**config.mk**
```make
export PLATFORM = sky130hd
export DESIGN_NAME = rtc_core
export DESIGN_NICKNAME = d
export VERILOG_FILES = /design/src/rtl/rtc_pkg.sv /design/src/rtl/rtc_calendar.sv /design/src/rtl/rtc_alarm_cmp.sv /design/src/rtl/rtc_core.sv
export SDC_FILE = /design/constraint.sdc
export NUM_CORES = 1
export LEC_CHECK = 0
export ABC_CLOCK_PERIOD_IN_PS = 6050
export BUFFER_PORTS_ARGS = -buffer_cell sky130_fd_sc_hd__buf_4
export CAP_MARGIN = 10
export CORE_MARGIN = 10
export CORE_UTILIZATION = 50
export DETAILED_ROUTE_END_ITERATION = 10
export PLACE_DENSITY = 0.71
export REMOVE_ABC_BUFFERS = 1
export SYNTH_ARGS = -nofsm -noshare
export SYNTH_HDL_FRONTEND = slang
export SYNTH_HIERARCHICAL = 1
export SYNTH_SLANG_ARGS = --single-unit
export TNS_END_PERCENT = 10
```
**constraint.sdc**
```tcl
create_clock -name clk -period 6.05 [get_ports clk]
set_input_delay 0.3025 -clock clk [delete_from_list [all_inputs] [get_ports clk]]
set_output_delay 0.3025 -clock clk [all_outputs]
set_load 0.05 [all_outputs]
```
**src/rtl/rtc_pkg.sv**
```systemverilog
package rtc_pkg;

    localparam int NF = 7;
    localparam int FW = 7;

    localparam int F_SEC  = 0;
    localparam int F_MIN  = 1;
    localparam int F_HOUR = 2;
    localparam int F_DOM  = 3;
    localparam int F_DOW  = 4;
    localparam int F_MON  = 5;
    localparam int F_YEAR = 6;

    typedef logic [NF-1:0][FW-1:0] fields_t;

    // year, month, dow, dom, hour, minute, second
    localparam fields_t TIME_RST = {7'd0, 7'd1, 7'd1, 7'd1, 7'd0, 7'd0, 7'd0};

    function automatic logic [FW-1:0] month_days(input logic [FW-1:0] mon,
                                                 input logic [FW-1:0] yr);
        case (mon)
            7'd2:                     return (yr[1:0] == 2'b00) ? 7'd29 : 7'd28;
            7'd4, 7'd6, 7'd9, 7'd11:  return 7'd30;
            default:                  return 7'd31;
        endcase
    endfunction

endpackage

```
**src/rtl/rtc_calendar.sv**
```systemverilog
module rtc_calendar
    import rtc_pkg::*;
(
    input  logic    clk,
    input  logic    rst_n,
    input  logic    tick,
    input  logic    load_en,
    input  fields_t load_val,
    output fields_t cur,
    output fields_t nxt
);

    fields_t cal_d, cal_q;

    always_comb begin
        logic c_min, c_hour, c_day, c_mon, c_year;
        logic [FW-1:0] dim;
        nxt    = cal_q;
        c_min  = 1'b0;
        c_hour = 1'b0;
        c_day  = 1'b0;
        c_mon  = 1'b0;
        c_year = 1'b0;
        dim    = month_days(cal_q[F_MON], cal_q[F_YEAR]);

        if (cal_q[F_SEC] >= 7'd59) begin
            nxt[F_SEC] = 7'd0;
            c_min      = 1'b1;
        end else begin
            nxt[F_SEC] = cal_q[F_SEC] + 7'd1;
        end
        if (c_min) begin
            if (cal_q[F_MIN] >= 7'd59) begin
                nxt[F_MIN] = 7'd0;
                c_hour     = 1'b1;
            end else begin
                nxt[F_MIN] = cal_q[F_MIN] + 7'd1;
            end
        end
        if (c_hour) begin
            if (cal_q[F_HOUR] >= 7'd23) begin
                nxt[F_HOUR] = 7'd0;
                c_day       = 1'b1;
            end else begin
                nxt[F_HOUR] = cal_q[F_HOUR] + 7'd1;
            end
        end
        if (c_day) begin
            nxt[F_DOW] = (cal_q[F_DOW] >= 7'd7) ? 7'd1 : cal_q[F_DOW] + 7'd1;
            if (cal_q[F_DOM] >= dim) begin
                nxt[F_DOM] = 7'd1;
                c_mon      = 1'b1;
            end else begin
                nxt[F_DOM] = cal_q[F_DOM] + 7'd1;
            end
        end
        if (c_mon) begin
            if (cal_q[F_MON] >= 7'd12) begin
                nxt[F_MON] = 7'd1;
                c_year     = 1'b1;
            end else begin
                nxt[F_MON] = cal_q[F_MON] + 7'd1;
            end
        end
        if (c_year) begin
            nxt[F_YEAR] = cal_q[F_YEAR] + 7'd1;
        end

        if (load_en) begin
            cal_d = load_val;
        end else if (tick) begin
            cal_d = nxt;
        end else begin
            cal_d = cal_q;
        end
    end

    always_ff @(posedge clk or negedge rst_n) begin
        if (!rst_n) begin
            cal_q <= TIME_RST;
        end else begin
            cal_q <= cal_d;
        end
    end

    assign cur = cal_q;

    // a tick below the wrap point steps the second by one
    p_sec_step_r5: assert property (@(posedge clk) disable iff (!rst_n)
        (tick && !load_en && cal_q[F_SEC] < 7'd59)
        |=> cal_q[F_SEC] == $past(cal_q[F_SEC]) + 7'd1);

    // end of day on day-of-week 7 comes back to 1
    p_dow_wrap_r5: assert property (@(posedge clk) disable iff (!rst_n)
        (tick && !load_en && cal_q[F_SEC] == 7'd59 && cal_q[F_MIN] == 7'd59
         && cal_q[F_HOUR] == 7'd23 && cal_q[F_DOW] == 7'd7)
        |=> cal_q[F_DOW] == 7'd1);

    // a leap February 28 moves on to the 29th
    p_leap_feb_r6: assert property (@(posedge clk) disable iff (!rst_n)
        (tick && !load_en && cal_q[F_SEC] == 7'd59 && cal_q[F_MIN] == 7'd59
         && cal_q[F_HOUR] == 7'd23 && cal_q[F_MON] == 7'd2
         && cal_q[F_DOM] == 7'd28 && cal_q[F_YEAR][1:0] == 2'b00)
        |=> cal_q[F_DOM] == 7'd29 && cal_q[F_MON] == 7'd2);

endmodule

```
**src/rtl/rtc_alarm_cmp.sv**
```systemverilog
module rtc_alarm_cmp
    import rtc_pkg::*;
(
    input  fields_t       probe,
    input  fields_t       target,
    input  logic [NF-1:0] mask,
    output logic          hit
);

    logic [NF-1:0] field_ok;

    for (genvar i = 0; i < NF; i++) begin : g_field
        assign field_ok[i] = mask[i] | (probe[i] == target[i]);
    end

    assign hit = &field_ok;

    // with every field masked the comparator always reports a hit
    always_comb begin
        if (&mask) begin
            p_allmask_r7: assert (hit);
        end
    end

endmodule

```
**src/rtl/rtc_core.sv**
```systemverilog
module rtc_core
    import rtc_pkg::*;
#(
    parameter int ADDR_W     = 6,
    parameter int DATA_W     = 16,
    parameter int COMMIT_CYC = 4,
    parameter int TIME_BASE  = 8,
    parameter int ALARM_BASE = 16
) (
    input  logic              clk,
    input  logic              rst_n,
    input  logic              sec_tick,
    input  logic              bus_wr,
    input  logic              bus_rd,
    input  logic [ADDR_W-1:0] bus_addr,
    input  logic [DATA_W-1:0] bus_wdata,
    output logic [DATA_W-1:0] bus_rdata,
    output logic              irq
);

    localparam int CNT_W = $clog2(COMMIT_CYC + 1);
    localparam logic [ADDR_W-1:0] A_CTRL   = ADDR_W'(0);
    localparam logic [ADDR_W-1:0] A_STAT   = ADDR_W'(1);
    localparam logic [ADDR_W-1:0] A_IEN    = ADDR_W'(2);
    localparam logic [ADDR_W-1:0] A_MASK   = ADDR_W'(3);
    localparam logic [ADDR_W-1:0] A_COMMIT = ADDR_W'(4);
    localparam logic [ADDR_W-1:0] A_PWR    = ADDR_W'(5);
    localparam int BUSY_BIT = 6;
    localparam int OS_BIT   = 2;
    localparam int PEND_BIT = 4;

    typedef struct packed {
        logic             busy;
        logic [CNT_W-1:0] cnt;
        fields_t          stg_time;
        fields_t          stg_alm;
        fields_t          alm;
        logic [NF-1:0]    mask;
        logic             en;
        logic             oneshot;
        logic             stat;
        logic             pend;
    } state_t;

    state_t  st_d, st_q;
    fields_t cal_cur, cal_nxt;
    logic    apply, hit, fire;

    assign apply = st_q.busy && (st_q.cnt == '0);

    rtc_calendar u_cal (
        .clk      (clk),
        .rst_n    (rst_n),
        .tick     (sec_tick),
        .load_en  (apply),
        .load_val (st_q.stg_time),
        .cur      (cal_cur),
        .nxt      (cal_nxt)
    );

    rtc_alarm_cmp u_cmp (
        .probe  (cal_nxt),
        .target (st_q.alm),
        .mask   (st_q.mask),
        .hit    (hit)
    );

    assign fire = sec_tick && !apply && st_q.en && hit;

    always_comb begin
        st_d = st_q;

        if (apply) begin
            st_d.busy = 1'b0;
            st_d.alm  = st_q.stg_alm;
        end else if (st_q.busy) begin
            st_d.cnt = st_q.cnt - CNT_W'(1);
        end

        if (bus_wr) begin
            if (bus_addr == A_COMMIT && bus_wdata[0] && !st_q.busy) begin
                st_d.busy = 1'b1;
                st_d.cnt  = CNT_W'(COMMIT_CYC - 1);
            end
            if (bus_addr == A_IEN) begin
                st_d.en      = bus_wdata[0];
                st_d.oneshot = bus_wdata[OS_BIT];
            end
            if (bus_addr == A_MASK) begin
                st_d.mask = bus_wdata[NF-1:0];
            end
            if (bus_addr == A_PWR && bus_wdata[PEND_BIT]) begin
                st_d.pend = 1'b0;
            end
            for (int i = 0; i < NF; i++) begin
                if (bus_addr == ADDR_W'(TIME_BASE + i)) begin
                    st_d.stg_time[i] = bus_wdata[FW-1:0];
                end
                if (bus_addr == ADDR_W'(ALARM_BASE + i)) begin
                    st_d.stg_alm[i] = bus_wdata[FW-1:0];
                end
            end
        end

        if (bus_rd && bus_addr == A_STAT) begin
            st_d.stat = 1'b0;
        end

        if (fire) begin
            st_d.stat = 1'b1;
            st_d.pend = 1'b1;
            if (st_q.oneshot) begin
                st_d.en = 1'b0;
            end
        end
    end

    always_ff @(posedge clk or negedge rst_n) begin
        if (!rst_n) begin
            st_q          <= '0;
            st_q.stg_time <= TIME_RST;
        end else begin
            st_q <= st_d;
        end
    end

    always_comb begin
        bus_rdata = '0;
        case (bus_addr)
            A_CTRL:  bus_rdata[BUSY_BIT] = st_q.busy;
            A_STAT:  bus_rdata[0]        = st_q.stat;
            A_IEN: begin
                bus_rdata[0]      = st_q.en;
                bus_rdata[OS_BIT] = st_q.oneshot;
            end
            A_MASK:  bus_rdata[NF-1:0]   = st_q.mask;
            A_PWR:   bus_rdata[PEND_BIT] = st_q.pend;
            default: begin
                for (int i = 0; i < NF; i++) begin
                    if (bus_addr == ADDR_W'(TIME_BASE + i)) begin
                        bus_rdata[FW-1:0] = cal_cur[i];
                    end
                    if (bus_addr == ADDR_W'(ALARM_BASE + i)) begin
                        bus_rdata[FW-1:0] = st_q.alm[i];
                    end
                end
            end
        endcase
    end

    assign irq = st_q.stat && (st_q.en || st_q.oneshot);

    // checker counter: length of each busy window
    logic [CNT_W:0] chk_run;
    always_ff @(posedge clk or negedge rst_n) begin
        if (!rst_n) begin
            chk_run <= '0;
        end else if (st_q.busy) begin
            chk_run <= chk_run + 1'b1;
        end else begin
            chk_run <= '0;
        end
    end

    // busy lasts exactly COMMIT_CYC cycles
    p_commit_len_r3: assert property (@(posedge clk) disable iff (!rst_n)
        $fell(st_q.busy) |-> chk_run == (CNT_W+1)'(COMMIT_CYC));

    // a commit while busy keeps counting down
    p_busy_ignore_r4: assert property (@(posedge clk) disable iff (!rst_n)
        (st_q.busy && st_q.cnt != '0 && bus_wr && bus_addr == A_COMMIT)
        |=> st_q.busy && st_q.cnt == $past(st_q.cnt) - CNT_W'(1));

    // a bus write alone leaves the live calendar untouched
    p_live_hold_r2: assert property (@(posedge clk) disable iff (!rst_n)
        (bus_wr && !sec_tick && !apply) |=> cal_cur == $past(cal_cur));

    // a one-shot hit disarms and flags in the same cycle
    p_oneshot_r8: assert property (@(posedge clk) disable iff (!rst_n)
        (sec_tick && !apply && st_q.en && st_q.oneshot && hit && !bus_wr)
        |=> !st_q.en && st_q.stat);

    // the interrupt is never high without status
    p_irq_src_r10: assert property (@(posedge clk) disable iff (!rst_n)
        irq |-> st_q.stat);

endmodule

```
# ---- After elaboration in Yosys (flattened, before gate mapping)
# Index checks and enable logic that the tools add are counted.
dict set report word_totals {
  output_inout_bits 17
  rom_bits 0
  ram_bits 0
  latch_bits 0
  regBits 211
  inputBits 27
  n_memories 0
  word_cells 202
}
dict set report op_classes {
  shift 0
  n_eq_ne 31
  n_addsub 8
  bitwise_logic 7
  n_div 0
  n_mux 72
  n_lt_le_gt_ge 6
  n_reduce_logical 43
  mul 0
}
# operator n
set ops {}
lappend ops {{two-way mux 7 bit} 38}
lappend ops {{two-way mux 102 bit} 1}
lappend ops {{two-way mux 49 bit} 2}
lappend ops {{adder 7 x 1 -> 7 bit (second input constant)} 7}
lappend ops {{equality test 7 bit} 7}
lappend ops {{equality test 6 x 4 -> 1 bit (second input constant)} 7}
lappend ops {{equality test 6 x 5 -> 1 bit (second input constant)} 7}
lappend ops {{AND reduction 2 bit} 17}
lappend ops {{two-way mux 1 bit} 16}
lappend ops {{equality test 7 x 3 -> 1 bit (second input constant)} 2}
lappend ops {{equality test 7 x 4 -> 1 bit (second input constant)} 2}
lappend ops {{>= comparator 7 x 6 -> 1 bit (second input constant)} 2}
lappend ops {{two-way mux 14 bit} 1}
lappend ops {{case mux 7 bit (2 select lines)} 1}
lappend ops {{equality test 6 x 2 -> 1 bit (second input constant)} 2}
lappend ops {{equality test 6 x 3 -> 1 bit (second input constant)} 2}
lappend ops {{logical AND 1 bit} 9}
lappend ops {{case mux 1 bit (3 select lines)} 3}
lappend ops {{OR reduction 3 bit} 3}
lappend ops {{nonzero test 2 bit} 4}
lappend ops {{OR reduction 4 bit} 2}
lappend ops {{equality test 7 x 2 -> 1 bit (second input constant)} 1}
lappend ops {{>= comparator 7 x 3 -> 1 bit (second input constant)} 1}
lappend ops {{>= comparator 7 x 4 -> 1 bit (second input constant)} 1}
lappend ops {{17 further kinds} 29}

# ---- Logic depth before layout (Yosys ltp)
dict set report logic_depth {
  word_depth 16
  mapped_depth 21
  depth_no_buf 20
}

# ---- Hierarchy
# Netlist, hierarchy kept.
# mod cells_per_inst instances area_each_um2 seq_area_each_um2
set by_module_without_submodules {}
lappend by_module_without_submodules {rtc_core 691 1 7410.9 4057.6}
lappend by_module_without_submodules {rtc_calendar 432 1 3488.3 1229.9}
lappend by_module_without_submodules {rtc_alarm_cmp 67 1 544.3 0.0}

# ---- Least setup slack after synthesis
# No wires, ideal clock.
dict set report synth_path {
  kind {reg2reg}
  from {reg u_cal.cal_q, in the netlist u_cal/cur[35]}
  to {reg st_q[3] (netlist bit)}
  period_less_slack_ps 3879
  required_time_ps 5926
  path_stages_with_launch 22
  n_path_buf 1
  path_slack_ps 2171
  t_arrival_ps 3755
  path_cell_list {dfstp_2 > inv_1 > ha_1 > o211ai_1 > nand2_1 > a22oi_1 > ha_1 > nand2b_1 > a2111oi_1 > or2_2 > clkbuf_2 > nor2_1 > a41oi_1 > nor2_1 > xnor2_1 > nand4_1 > nor4_1 > o22ai_1 > nor4_1 > nand4_1 > inv_1 > a21oi_1}
}
# item line
set synth_lines {}
lappend synth_lines {{start, declared} rtc_calendar.sv:13} ;# fields_t cal_d, cal_q;
lappend synth_lines {{start signal, assigned} rtc_calendar.sv:82} ;# cal_q <= cal_d;
lappend synth_lines {{end signal, assigned} rtc_core.sv:123} ;# st_q <= st_d;
lappend synth_lines {{end, declared} rtc_core.sv:45} ;# state_t st_d, st_q;

==> impl_metrics.csv <==
group,metric,value,unit
finish,fillers,1995,
die,rows,55,
sta,worst_pin_slew,1.12,ns
cts,postCtsSetupBuffers,0,
worst_setup_path,end_kind,"register",
placed_design,placed_cell_area,11800,sq um
synthesis,async_reset_ff_frac,1.00,
outcome,status,"complete, no violations",
sta,min_period_over_period,0.781,
synthesis,syn_area_per_cell,9.62,sq um
drt,drcViolationCount,0,
worst_setup_path,critical_path.top_delay_family,"simple AND/OR/NAND/NOR gates",
flow_run,maxCapViolations,0,
worst_setup_path,crit_arrival,5.13,ns
sta,finalHoldViolCount,0,
placed_design,place.gp.congestion,0.949,
die,start_util,0.507,
synthesis,synth_area,11400,sq um
worst_setup_path,critPathKind,"register to register",
die,die_area,29300,sq um
die,die_h,171,microns
worst_setup_path,r2r_cells,20,
synthesis,ys_seq_elements,211,
worst_setup_path,path_buf_inv,3,
power,p_leak,5.96,nW
hold_path,whs_path_depth,4,
sta,fmax,212,MHz
cts,cts_root_buffer,"clkbuf_16",
worst_setup_path,ff2ff_setup_slack,1.33,ns
finish,final_cell_mix,"nand2_1 (257), dfrtp_1 (205), mux2_2 (108), o21ai_0 (71), nor2_1 (50)",
worst_setup_path,startpoint_type,"register",
drt,wl_per_cell,21.5,microns
synthesis,synth-edff-count,0,
cts,clk_pin_slew,0.06,ns
sta,finClkSkew,0.0201,ns
worst_setup_path,cp_cell_sequence,"inv_1 > ha_1 > o211ai_1 > nand2_1 > a22oi_1 > ha_1 > nand2b_1 > a2111oi_1 > nor2_1 > nor4b_1 > a21oi_1 > inv_1 > xnor2_1 > nand4_1 > nor4_1 > o22ai_1 > nor4_1 > nand4_1 > inv_1 > a21oi_1",
synthesis,yosysSeqAreaShare,0.462,
drt,wl,32.0,mm
worst_setup_path,cpMostUsedCell,"inv_1",
power,peakVddDrop,0.245,mV
die,die_x,171,microns
finish,final_cell_area,12600,sq um
placed_design,dp_hpwl,21.3,mm
finish,syn_to_final_growth,10.3,%
finish,diodes,0,
cts,cts_tree,"built",
placed_design,io_buffers,25,
cts,clk_path_buf_depth,3,
global_route,grt_antenna_before_repair,1,
drt,vias,9216,
global_route,grt_pass1_vias,9034,
cts,numCtsBuffers,24,
drt,first_pass_iters,5,
finish,final_common_cell,"nand2_1",
cts,worst_skew_pair.late_latency,0.52,ns
sta,setup_viol,0,
synthesis,synth_cells,1190,
worst_setup_path,startpoint,"u_cal/cur[35]$_DFFE_PN1P_",
worst_setup_path,cp_slowest_stage_delay,0.60,ns
global_route,grt_usage,0.219,
sta,post-route-min-period,4.72,ns
synthesis,ys.flop_type,"dfrtp_1",
global_route,overflow,0,
worst_setup_path,cp_data_required_time,6.46,ns
synthesis,yosys_warnings,6,
hold_path,hp-start,"bus_rd",
sta,slew_violations,0,
power,powerDensity,348,nW/um^2
sta,max_slew_margin,0.242,
global_route,grt_pass1_wl,50.7,mm
worst_setup_path,crit_slowest_cell,"dfstp_2",
sta,rsz0062_at_grt,"false",
worst_setup_path,worstPathMaxFanout,10,
synthesis,yosysUniqueCellTypes,82,
die,fp.coreArea,22600,sq um
cts,htreeDepth,1,
worst_setup_path,path_depth,20,
global_route,grt_max_degree,101,
hold_path,hp-class,"primary input to register",
drt,vias_per_cell,6.18,
die,io_pins,44,
drt,drtAntennaViolNets,0,
sta,tns,0,ns
cts,clock-sinks,211,
worst_setup_path,rr_startpoint,"u_cal/cur[35]$_DFFE_PN1P_",
finish,layout-drive-gt1-share,0.173,
finish,final_nets,1233,
drt,drt_iter0_markers,851,
registers in the layout, indices dropped and copies added (netlist names):
register	cells
u_cal/cur	49
st_q	162
metrics by stage:
step	util	setup WS, ns	hold WS (ns)	std cells	total power [W]
finish	0.559	1.33	0.0715	1491	0.00439
global route	0.559	0.963	0.0998	1491	0.00460
CTS	0.559	1.48	0.0577	1491	0.00439
detailed placement	0.522	1.49	0.368	1449	0.00285
global placement	0.522	1.54	0.370	1449	0.00282
floorplan	-	2.03	0.00691	1132	0.00253
synth_stat cells, drive strengths merged (8+ instances only):
library cell | count | area [sq um]
nor2 | 56 | 254
o31ai | 9 | 67.6
buf | 22 | 140
nand3 | 25 | 125
nand2 | 261 | 990
inv | 19 | 71.3
xnor2 | 37 | 324
ha | 15 | 188
a221oi | 9 | 78.8
a41oi | 8 | 96.4
a21oi | 42 | 214
o21ai | 79 | 395
nand4 | 18 | 113
xor2 | 28 | 245
mux2 | 108 | 1220
o22ai | 17 | 106
nor4 | 15 | 100
nand2b | 11 | 68.8
nor3 | 19 | 118
and2 | 11 | 68.8
dfrtp | 205 | 5130
clkbuf | 44 | 166
and3 | 17 | 106
worst paths after layout:
path                                                   to
worst max-delay path                    st_q[3]$_DFF_PN0_
max in group asynchronous       u_cal/cur[12]$_DFFE_PN0P_
worst min register to register       st_q[15]$_DFFE_PN0P_
worst min-delay path                  st_q[1]$_DFFE_PN0P_
min in group asynchronous           st_q[152]$_DFFE_PN0P_
worst max register to register          st_q[3]$_DFF_PN0_
power breakdown:
group	switching, W	internal [W]	leakage, nW
sequential	0.000281	0.00165	2.80
clock	0.000573	0.000961	0.416
combinational	0.000520	0.000401	2.74
total	0.00137	0.00302	5.96
what timing repair did:
item	4_1_cts	5_1_grt
endpoints found under the hold margin	96	0
hold buffers	1	0
setup endpoints to repair	0	0
gates resized for setup	0	0
kinds of logic after synthesis:
group	count (synthesis)	synth area share
compound gates	235	0.135
fa+ha+maj	15	0.0164
xor+xnor	65	0.0497
simple gates	463	0.191
buf+inv	85	0.0330
other cells	2	0.000656
mux	114	0.112
flops	211	0.462
metal layers:
| layer | global-route usage | share of wire | vias to the layer above |
|---|---|---|---|
| met5 | 0 | 0 | - |
| met4 | 0.0635 | 0.026 | 0 |
| met3 | 0.0440 | 0.079 | 60 |
| li1 | - | - | 4209 |
| met2 | 0.342 | 0.46 | 355 |
| met1 | 0.303 | 0.44 | 4592 |
tightest hold or removal path: stages:
cell and delay [ns]:
buf_4 0.09, nand3_1 0.06, nand2_1 0.06, nand2_1 0.05
area by class of cell:
type | count | area [sq um] | share of cell area
multi-input combinational | 902 | 5810 | 0.460
sequential | 211 | 5290 | 0.419
clock buffer | 35 | 733 | 0.0581
tap | 285 | 357 | 0.0282
timing repair buffer | 33 | 258 | 0.0204
clock inverter | 6 | 109 | 0.00862
inverter | 19 | 73.8 | 0.00585
Power figures use the tool's default switching activity.
